===== src/rtl/irq_pkg.sv =====
package irq_pkg;
  typedef enum logic [2:0] {
    ST_IDLE  = 3'd0,
    ST_SAVE  = 3'd1,
    ST_VEC   = 3'd2,
    ST_RLOAD = 3'd3,
    ST_DONE  = 3'd4
  } seq_state_t;
endpackage


===== src/rtl/irq_pending_reg.sv =====
module irq_pending_reg #(
  parameter int NCH = 16,
  localparam int CW = $clog2(NCH)
) (
  input  logic           clk,
  input  logic           rst,
  input  logic [NCH-1:0] set_req,
  input  logic           clr_en,
  input  logic [CW-1:0]  clr_idx,
  output logic [NCH-1:0] pending_q
);
  for (genvar i = 0; i < NCH; i++) begin : g_bit
    logic clr_hit;
    assign clr_hit = clr_en && (clr_idx == CW'(i));
    always_ff @(posedge clk) begin
      if (rst) pending_q[i] <= 1'b0;
      else     pending_q[i] <= (pending_q[i] && !clr_hit) || set_req[i];
    end
  end
endmodule


===== src/rtl/irq_prio_pick.sv =====
module irq_prio_pick #(
  parameter int NCH = 16,
  localparam int CW = $clog2(NCH)
) (
  input  logic [NCH-1:0] elig,
  output logic           any,
  output logic [CW-1:0]  idx
);
  always_comb begin
    idx = '0;
    for (int i = 0; i < NCH; i++) begin
      if (elig[i]) idx = CW'(i);
    end
    any = |elig;
  end
endmodule


===== src/rtl/irq_seq_ctrl.sv =====
module irq_seq_ctrl
  import irq_pkg::*;
#(
  parameter int NCH = 16,
  parameter int W = 16,
  parameter logic [W-1:0] SAVE_ADDR = 16'h0010,
  parameter logic [W-1:0] VEC_BASE  = 16'h0020,
  localparam int CW = $clog2(NCH)
) (
  input  logic          clk,
  input  logic          rst,
  input  logic          take_any,
  input  logic [CW-1:0] take_idx,
  input  logic          cmd_enable,
  input  logic          cmd_disable,
  input  logic          cmd_return,
  input  logic          boundary,
  input  logic [W-1:0]  cur_pc,
  input  logic          mem_ack,
  input  logic [W-1:0]  mem_rdata,
  output logic          mem_req,
  output logic          mem_we,
  output logic [W-1:0]  mem_addr,
  output logic [W-1:0]  mem_wdata,
  output logic          pc_load,
  output logic [W-1:0]  pc_new,
  output logic          busy,
  output logic          irq_en,
  output logic          in_service,
  output logic          clr_en,
  output logic [CW-1:0] clr_idx
);
  seq_state_t    state;
  logic [CW-1:0] chan_q;

  assign busy    = (state != ST_IDLE);
  assign clr_en  = (state == ST_VEC) && mem_ack;
  assign clr_idx = chan_q;

  always_ff @(posedge clk) begin
    if (rst) begin
      state      <= ST_IDLE;
      irq_en     <= 1'b0;
      in_service <= 1'b0;
      mem_req    <= 1'b0;
      mem_we     <= 1'b0;
      mem_addr   <= '0;
      mem_wdata  <= '0;
      pc_load    <= 1'b0;
      pc_new     <= '0;
      chan_q     <= '0;
    end else begin
      pc_load <= 1'b0;
      case (state)
        ST_IDLE: begin
          if (cmd_return) begin
            state    <= ST_RLOAD;
            mem_req  <= 1'b1;
            mem_we   <= 1'b0;
            mem_addr <= SAVE_ADDR;
          end else if (boundary && irq_en && take_any) begin
            state      <= ST_SAVE;
            mem_req    <= 1'b1;
            mem_we     <= 1'b1;
            mem_addr   <= SAVE_ADDR;
            mem_wdata  <= cur_pc;
            chan_q     <= take_idx;
            irq_en     <= 1'b0;
            in_service <= 1'b1;
          end else if (cmd_disable) begin
            irq_en <= 1'b0;
          end else if (cmd_enable) begin
            irq_en <= 1'b1;
          end
        end
        ST_SAVE: begin
          if (mem_ack) begin
            state    <= ST_VEC;
            mem_we   <= 1'b0;
            mem_addr <= VEC_BASE + W'(chan_q);
          end
        end
        ST_VEC: begin
          if (mem_ack) begin
            state   <= ST_DONE;
            mem_req <= 1'b0;
            pc_new  <= mem_rdata;
            pc_load <= 1'b1;
          end
        end
        ST_RLOAD: begin
          if (mem_ack) begin
            state      <= ST_DONE;
            mem_req    <= 1'b0;
            pc_new     <= mem_rdata;
            pc_load    <= 1'b1;
            irq_en     <= 1'b1;
            in_service <= 1'b0;
          end
        end
        default: state <= ST_IDLE;
      endcase
    end
  end
endmodule


===== src/rtl/irq_vector_seq.sv =====
module irq_vector_seq #(
  parameter int NCH = 16,
  parameter int W = 16,
  parameter logic [W-1:0] SAVE_ADDR = 16'h0010,
  parameter logic [W-1:0] VEC_BASE  = 16'h0020
) (
  input  logic           clk,
  input  logic           rst,
  input  logic [NCH-1:0] set_req,
  input  logic [NCH-1:0] active_mask,
  input  logic           cmd_enable,
  input  logic           cmd_disable,
  input  logic           cmd_return,
  input  logic           boundary,
  input  logic [W-1:0]   cur_pc,
  output logic           mem_req,
  output logic           mem_we,
  output logic [W-1:0]   mem_addr,
  output logic [W-1:0]   mem_wdata,
  input  logic           mem_ack,
  input  logic [W-1:0]   mem_rdata,
  output logic           pc_load,
  output logic [W-1:0]   pc_new,
  output logic           busy,
  output logic           irq_en,
  output logic           in_service,
  output logic [NCH-1:0] pending
);
  localparam int CW = $clog2(NCH);

  logic          clr_en;
  logic [CW-1:0] clr_idx;
  logic          take_any;
  logic [CW-1:0] take_idx;
  logic [NCH-1:0] elig;

  assign elig = pending & active_mask;

  irq_pending_reg #(.NCH(NCH)) u_pend (
    .clk(clk), .rst(rst), .set_req(set_req),
    .clr_en(clr_en), .clr_idx(clr_idx), .pending_q(pending)
  );

  irq_prio_pick #(.NCH(NCH)) u_pick (
    .elig(elig), .any(take_any), .idx(take_idx)
  );

  irq_seq_ctrl #(.NCH(NCH), .W(W), .SAVE_ADDR(SAVE_ADDR), .VEC_BASE(VEC_BASE)) u_ctrl (
    .clk(clk), .rst(rst), .take_any(take_any), .take_idx(take_idx),
    .cmd_enable(cmd_enable), .cmd_disable(cmd_disable), .cmd_return(cmd_return),
    .boundary(boundary), .cur_pc(cur_pc), .mem_ack(mem_ack), .mem_rdata(mem_rdata),
    .mem_req(mem_req), .mem_we(mem_we), .mem_addr(mem_addr), .mem_wdata(mem_wdata),
    .pc_load(pc_load), .pc_new(pc_new), .busy(busy), .irq_en(irq_en),
    .in_service(in_service), .clr_en(clr_en), .clr_idx(clr_idx)
  );
endmodule


===== config.mk =====
export PLATFORM = sky130hd
export DESIGN_NAME = irq_vector_seq
export DESIGN_NICKNAME = d
export VERILOG_FILES = /design/src/rtl/irq_pkg.sv /design/src/rtl/irq_pending_reg.sv /design/src/rtl/irq_prio_pick.sv /design/src/rtl/irq_seq_ctrl.sv /design/src/rtl/irq_vector_seq.sv
export SDC_FILE = /design/constraint.sdc
export NUM_CORES = 1
export LEC_CHECK = 0
export ABC_CLOCK_PERIOD_IN_PS = 4150
export CAP_MARGIN = 20
export CORE_MARGIN = 5
export CORE_UTILIZATION = 43
export DETAILED_ROUTE_END_ITERATION = 12
export PLACE_DENSITY = 0.95
export SLEW_MARGIN = 30
export SYNTH_ARGS = -nofsm -noshare
export SYNTH_HDL_FRONTEND = slang
export SYNTH_SLANG_ARGS = --single-unit

===== constraint.sdc =====
create_clock -name clk -period 4.15 [get_ports clk]
set_input_delay 0.6225 -clock clk [delete_from_list [all_inputs] [get_ports clk]]
set_output_delay 0.6225 -clock clk [all_outputs]
set_load 0.005 [all_outputs]

# Word level (Yosys, flattened, before mapping)
# Index checks and enable logic that the tools add are counted.
# word_totals
regBits,76
input_bits,71
output_inout_bits,70
elab_cells,177
# classes
add_sub_neg,1
eq_ne,25
muxes,39
bitwise_logic,3
reduce_logical,83
# ops
op,count
$mux W16,3
$logic_and A1 B1 Y1,35
$eq A4 B4 Y1 const B,8
$mux W4,8
$pmux W16 S2,1
$mux W3,8
$and A16 B16 Y16,1
$eq A4 B3 Y1 const B,4
$logic_not A1 Y1,16
$logic_or A1 B1 Y1,16
$reduce_or A16 Y1,1
$mux W1,12
$reduce_and A3 Y1,4
$pmux W3 S3,1
$eq A4 B2 Y1 const B,2
$pmux W1 S2,4
$reduce_and A4 Y1,2
$add A6 B4 Y7 const A,1
$eq A3 B2 Y1 const B,2
$ne A2 B2 Y1 const B,3
$reduce_bool A2 Y1,3
$eq A4 B1 Y1 const B,1
$logic_not A4 Y1,1
$mux W2,2
9 further kinds,12

# Longest topological paths before layout
# logic_depth
word_depth,16
mapped_depth,7
depth_no_buf,5

# Hierarchy
# A second synthesis with hierarchy kept.
# unflattened
hier_cells,354
hier_area_um2,3085.5
# by_module_without_submodules
module,instances,cells_per_inst,area_per_inst_um2,seq_area_each_um2
irq_seq_ctrl,1,237,2010.7,1001.0
irq_pending_reg,1,73,804.5,320.3
irq_prio_pick,1,28,170.2,0.0
irq_vector_seq,1,16,100.1,0.0

# Worst setup path before layout
# OpenSTA, ideal clock, no wires.
# synth_path
path_type,input to register
start,in active_mask[8]
end,reg u_ctrl.mem_addr[4]
setup_ns,0.121
t_arrival_ns,1.914
t_required_ns,4.029
path_slack_ns,2.115
cell_stages,6
n_path_buf,1
cell_sequence,a22o_1 and4bb_2 a21oi_1 o21a_1 buf_2 mux2_2
# synth_via
elab_chain_len,5
# synth_lines
item,line,rtl
"start, declared",irq_vector_seq.sv:10,"input logic [NCH-1:0] active_mask,"
$and A16 B16 Y16,irq_vector_seq.sv:37,assign elig = pending & active_mask;
$reduce_or A16 Y1,irq_prio_pick.sv:14,any = |elig;
$logic_and A1 B1 Y1,irq_seq_ctrl.sv:61,end else if (boundary && irq_en && take_any) begin
$ne A3 B2 Y1 (no line),-,
$reduce_and A3 Y1 (no line),-,
"end signal, assigned",irq_seq_ctrl.sv:80,mem_addr <= VEC_BASE + W'(chan_q);
"end, declared",irq_seq_ctrl.sv:23,"output logic [W-1:0] mem_addr,"
# No other way between the ends.
# A chain may end at the register's enable or synchronous reset.

# Worst setup path after layout
# Ends and elaborated chain as after synthesis.

==> impl_metrics.yaml <==
timing:
  max_freq_mhz: 388.8
  tightestPinTransition_ns: 0.9184
  slew_headroom_pct: 38.21
  setup_tns_ns: 0
  rsz0062_at_grt: "false"
  setup_violations: 0
  period_share_pct: 61.97
  finalCriticalPeriod_ns: 2.572
  final-hold-violation-count: 0
  drv_slew: 0
  clock-skew-final_ns: 0.006276
grt:
  grt_pass1_wl_um: 13480
  overflow: 0
  grt_pass1_vias: 2828
  antenna_found_initial: 0
  grt_util_all_layers_pct: 20.05
  grt_start_max_net_pins: 34
floorplanning:
  core-area_um2: 6314
  row_count: 29
  die_w_um: 90.19
  start_util_pct: 43.80
  num_io_pins: 141
  die_area_um2: 8134
  die_h_um: 90.19
setup_path:
  cp_slowest_stage_delay_ns: 0.50
  cp_max_fo: 8
  cp_cell_sequence: "clkdlybuf4s50_1 > a22o_1 > and4bb_2 > a21oi_1 > o21a_1 > mux2_2"
  critPathRequiredTime_ns: 4.38
  rr_endpoint: "u_ctrl.clr_idx[1]$_SDFFE_PP0P_"
  regToRegSetupSlack_ns: 1.85
  cp_slowest_cell: "clkdlybuf4s50_1"
  worstReg2RegStart: "u_ctrl.state[0]$_SDFFE_PP0P_"
  start_kind: "input port"
  rr_worst_depth: 5
  crit_path_end_kind: "register"
  path_class: "in -> reg"
  crit_arrival_ns: 2.80
worst_hold_path:
  hp-class: "reg -> reg"
  hold_start: "u_ctrl.mem_addr[1]$_SDFFE_PP0P_"
  min_to: "u_ctrl.mem_addr[1]$_SDFFE_PP0P_"
  hold_path_depth: 2
clock_tree:
  cts_hold_buf: 0
  h-tree-depth: 3
  cts.clk_slew.worst_paths_ns: 0.07
  root_buffer: "clkbuf_8"
  cts_tree: "done"
  cts_num_sinks: 66
  cts_setup_buffers: 0
  clock_latency_ns: 0.34
  clk_path_buf_depth: 2
  cts_resized: 0
  cts_buffers: 9
logic_synthesis:
  synth_edf_count: 0
  synth_ff_type: "dfxtp_1"
  synth_most_common_cell: "dfxtp_1"
  async_flop_share_pct: 0
  synth_top_cell_by_area: "dfxtp_1"
  synth_top_area_share_pct: 47.78
  synth.top_cells.by_count: "66 x dfxtp_1, 52 x nand2_1, 36 x a21oi_1, 32 x nor2_1, 20 x mux2i_1"
  synthTopCellsByArea: "dfxtp_1 48%, mux2i_1 7.2%, nand2_1 7.1%, a21oi_1 6.5%, nor2_1 4.3%"
  syn_avg_cell_area_um2: 8.587
  ys_warn_count: 0
  synth_seq_cells: 66
  syn_area_um2: 2765
  netlist_instances: 322
  synth_seq_area_share_pct: 47.78
  synth.distinct_cells: 45
place:
  place_congestion: 1.046
  placed_cells: 515
  port_buffers: 130
  dp_hpwl_um: 6345
final_layout:
  diodes: 0
  instances_no_fill: 531
  nFillCells: 523
  area_delta_synth_final_pct: 54.84
  fin_nets: 520
  final_util_pct: 67.82
  layout-drive-gt1-share_pct: 5.286
route:
  ant_nets: 0
  met1_length_um: 3312
  highest_layer: "met4"
  firstDrtPassIters: 4
  wl_met2_um: 4214
  drcViolationCount: 0
  post_drt_wl_per_cell_um: 15.96
  wl_met3_um: 771
  totalWireLength_um: 8477
  num_vias: 2781
  dr.first_iter.drc_count: 109
  vias_per_cell: 5.237
power_and_ir_drop:
  vdd_drop_max_v: 0.0002354
  powerDensity_nw_per_um2: 361.6
  p_total_mw: 1.548
  p_leak_nw: 1.705
run:
  drv_cap: 0
outcome:
  outcome: "finished clean"
## sequential cells by signal (all words and copies together) (netlist names)
| register | flops |
|---|---|
| u_pend.pending_q | 16 |
| u_ctrl.pc_load | 1 |
| u_ctrl.clr_idx | 4 |
| u_ctrl.pc_new | 16 |
| u_ctrl.mem_req | 1 |
| u_ctrl.irq_en | 1 |
| u_ctrl.mem_addr | 6 |
| u_ctrl.mem_wdata | 16 |
| u_ctrl.mem_we | 1 |
| u_ctrl.in_service | 1 |
| u_ctrl.state | 3 |
## logic make-up after synthesis
group                  share of synthesized area [%]
AO/OA/AOI/OAI                                  17.96
buffers and inverters                          6.878
flip-flops                                     47.78
multiplexers                                   7.647
other                                         0.1356
AND/OR/NAND/NOR                                19.59
## layout by cell type, fill, tap and decap left out, types with 6 or more instances in the layout
cell               n
a21oi_1           36
a22oi_1            6
clkbuf_8          10
clkdlybuf4s50_1  129
conb_1            10
dfxtp_1           66
inv_1             10
mux2i_1           20
nand2_1           52
nand2b_1          10
nand3_1            8
nor2_1            32
o21ai_0           11
## cell type report
type,count,area (µm²),area share (%)
Sequential cell,66,1321,30.86
Timing Repair Buffer,133,1319,30.80
Multi-Input combinational cell,229,1289,30.10
Clock buffer,11,141.4,3.302
Tap cell,77,96.34,2.250
Clock inverter,5,77.57,1.812
Inverter,10,37.54,0.8767
## where the power goes
group	switching, mW	total, mW	internal (mW)	leakage, nW
Sequential	0.0313	0.696	0.665	0.540
Combinational	0.101	0.256	0.155	1.06
Clock	0.243	0.596	0.353	0.109
Total	0.376	1.55	1.17	1.71
## how the worst max path moves through the flow
| stage | startpoint | depth (start not counted) | end | slack [ns] |
|---|---|---|---|---|
| floorplan | active_mask[8] | 6 | u_ctrl.mem_addr[4]$_SDFFE_PP0P_ | 2.11 |
| global placement | active_mask[11] | 6 | u_ctrl.mem_wdata[7]$_SDFFE_PP0P_ | 1.29 |
| detailed placement | active_mask[15] | 6 | u_ctrl.mem_wdata[0]$_SDFFE_PP0P_ | 1.18 |
| CTS | active_mask[15] | 6 | u_ctrl.mem_wdata[0]$_SDFFE_PP0P_ | 1.54 |
| global route | active_mask[9] | 6 | u_ctrl.mem_addr[4]$_SDFFE_PP0P_ | 1.52 |
| finish | active_mask[8] | 6 | u_ctrl.mem_addr[4]$_SDFFE_PP0P_ | 1.58 |
## worst max-delay path, delay by kind of cell
family / cells / cell delay, ns
compound gates: 3 / 1.02
buf+inv: 1 / 0.50
simple gates: 1 / 0.28
mux: 1 / 0.38
## metal layers
metal  vias up  global-route usage (%)
met1      1292                   22.23
met3        22                   7.513
met4         0                   7.444
li1       1348                       -
met2       119                   34.76
met5         -                       0
## per-stage QoR
step / area [µm²] / hold WS, ns / setup slack [ns]
2_1_floorplan: 2799 / 0.4511 / 2.115
3_3_place_gp: 4061 / 0.4410 / 1.286
3_5_place_dp: 4061 / 0.4476 / 1.182
4_1_cts: 4280 / 0.4614 / 1.537
5_1_grt: 4282 / 0.4764 / 1.522
6_report: 4282 / 0.4559 / 1.578
No activity file was read; power rests on OpenSTA's default activity.
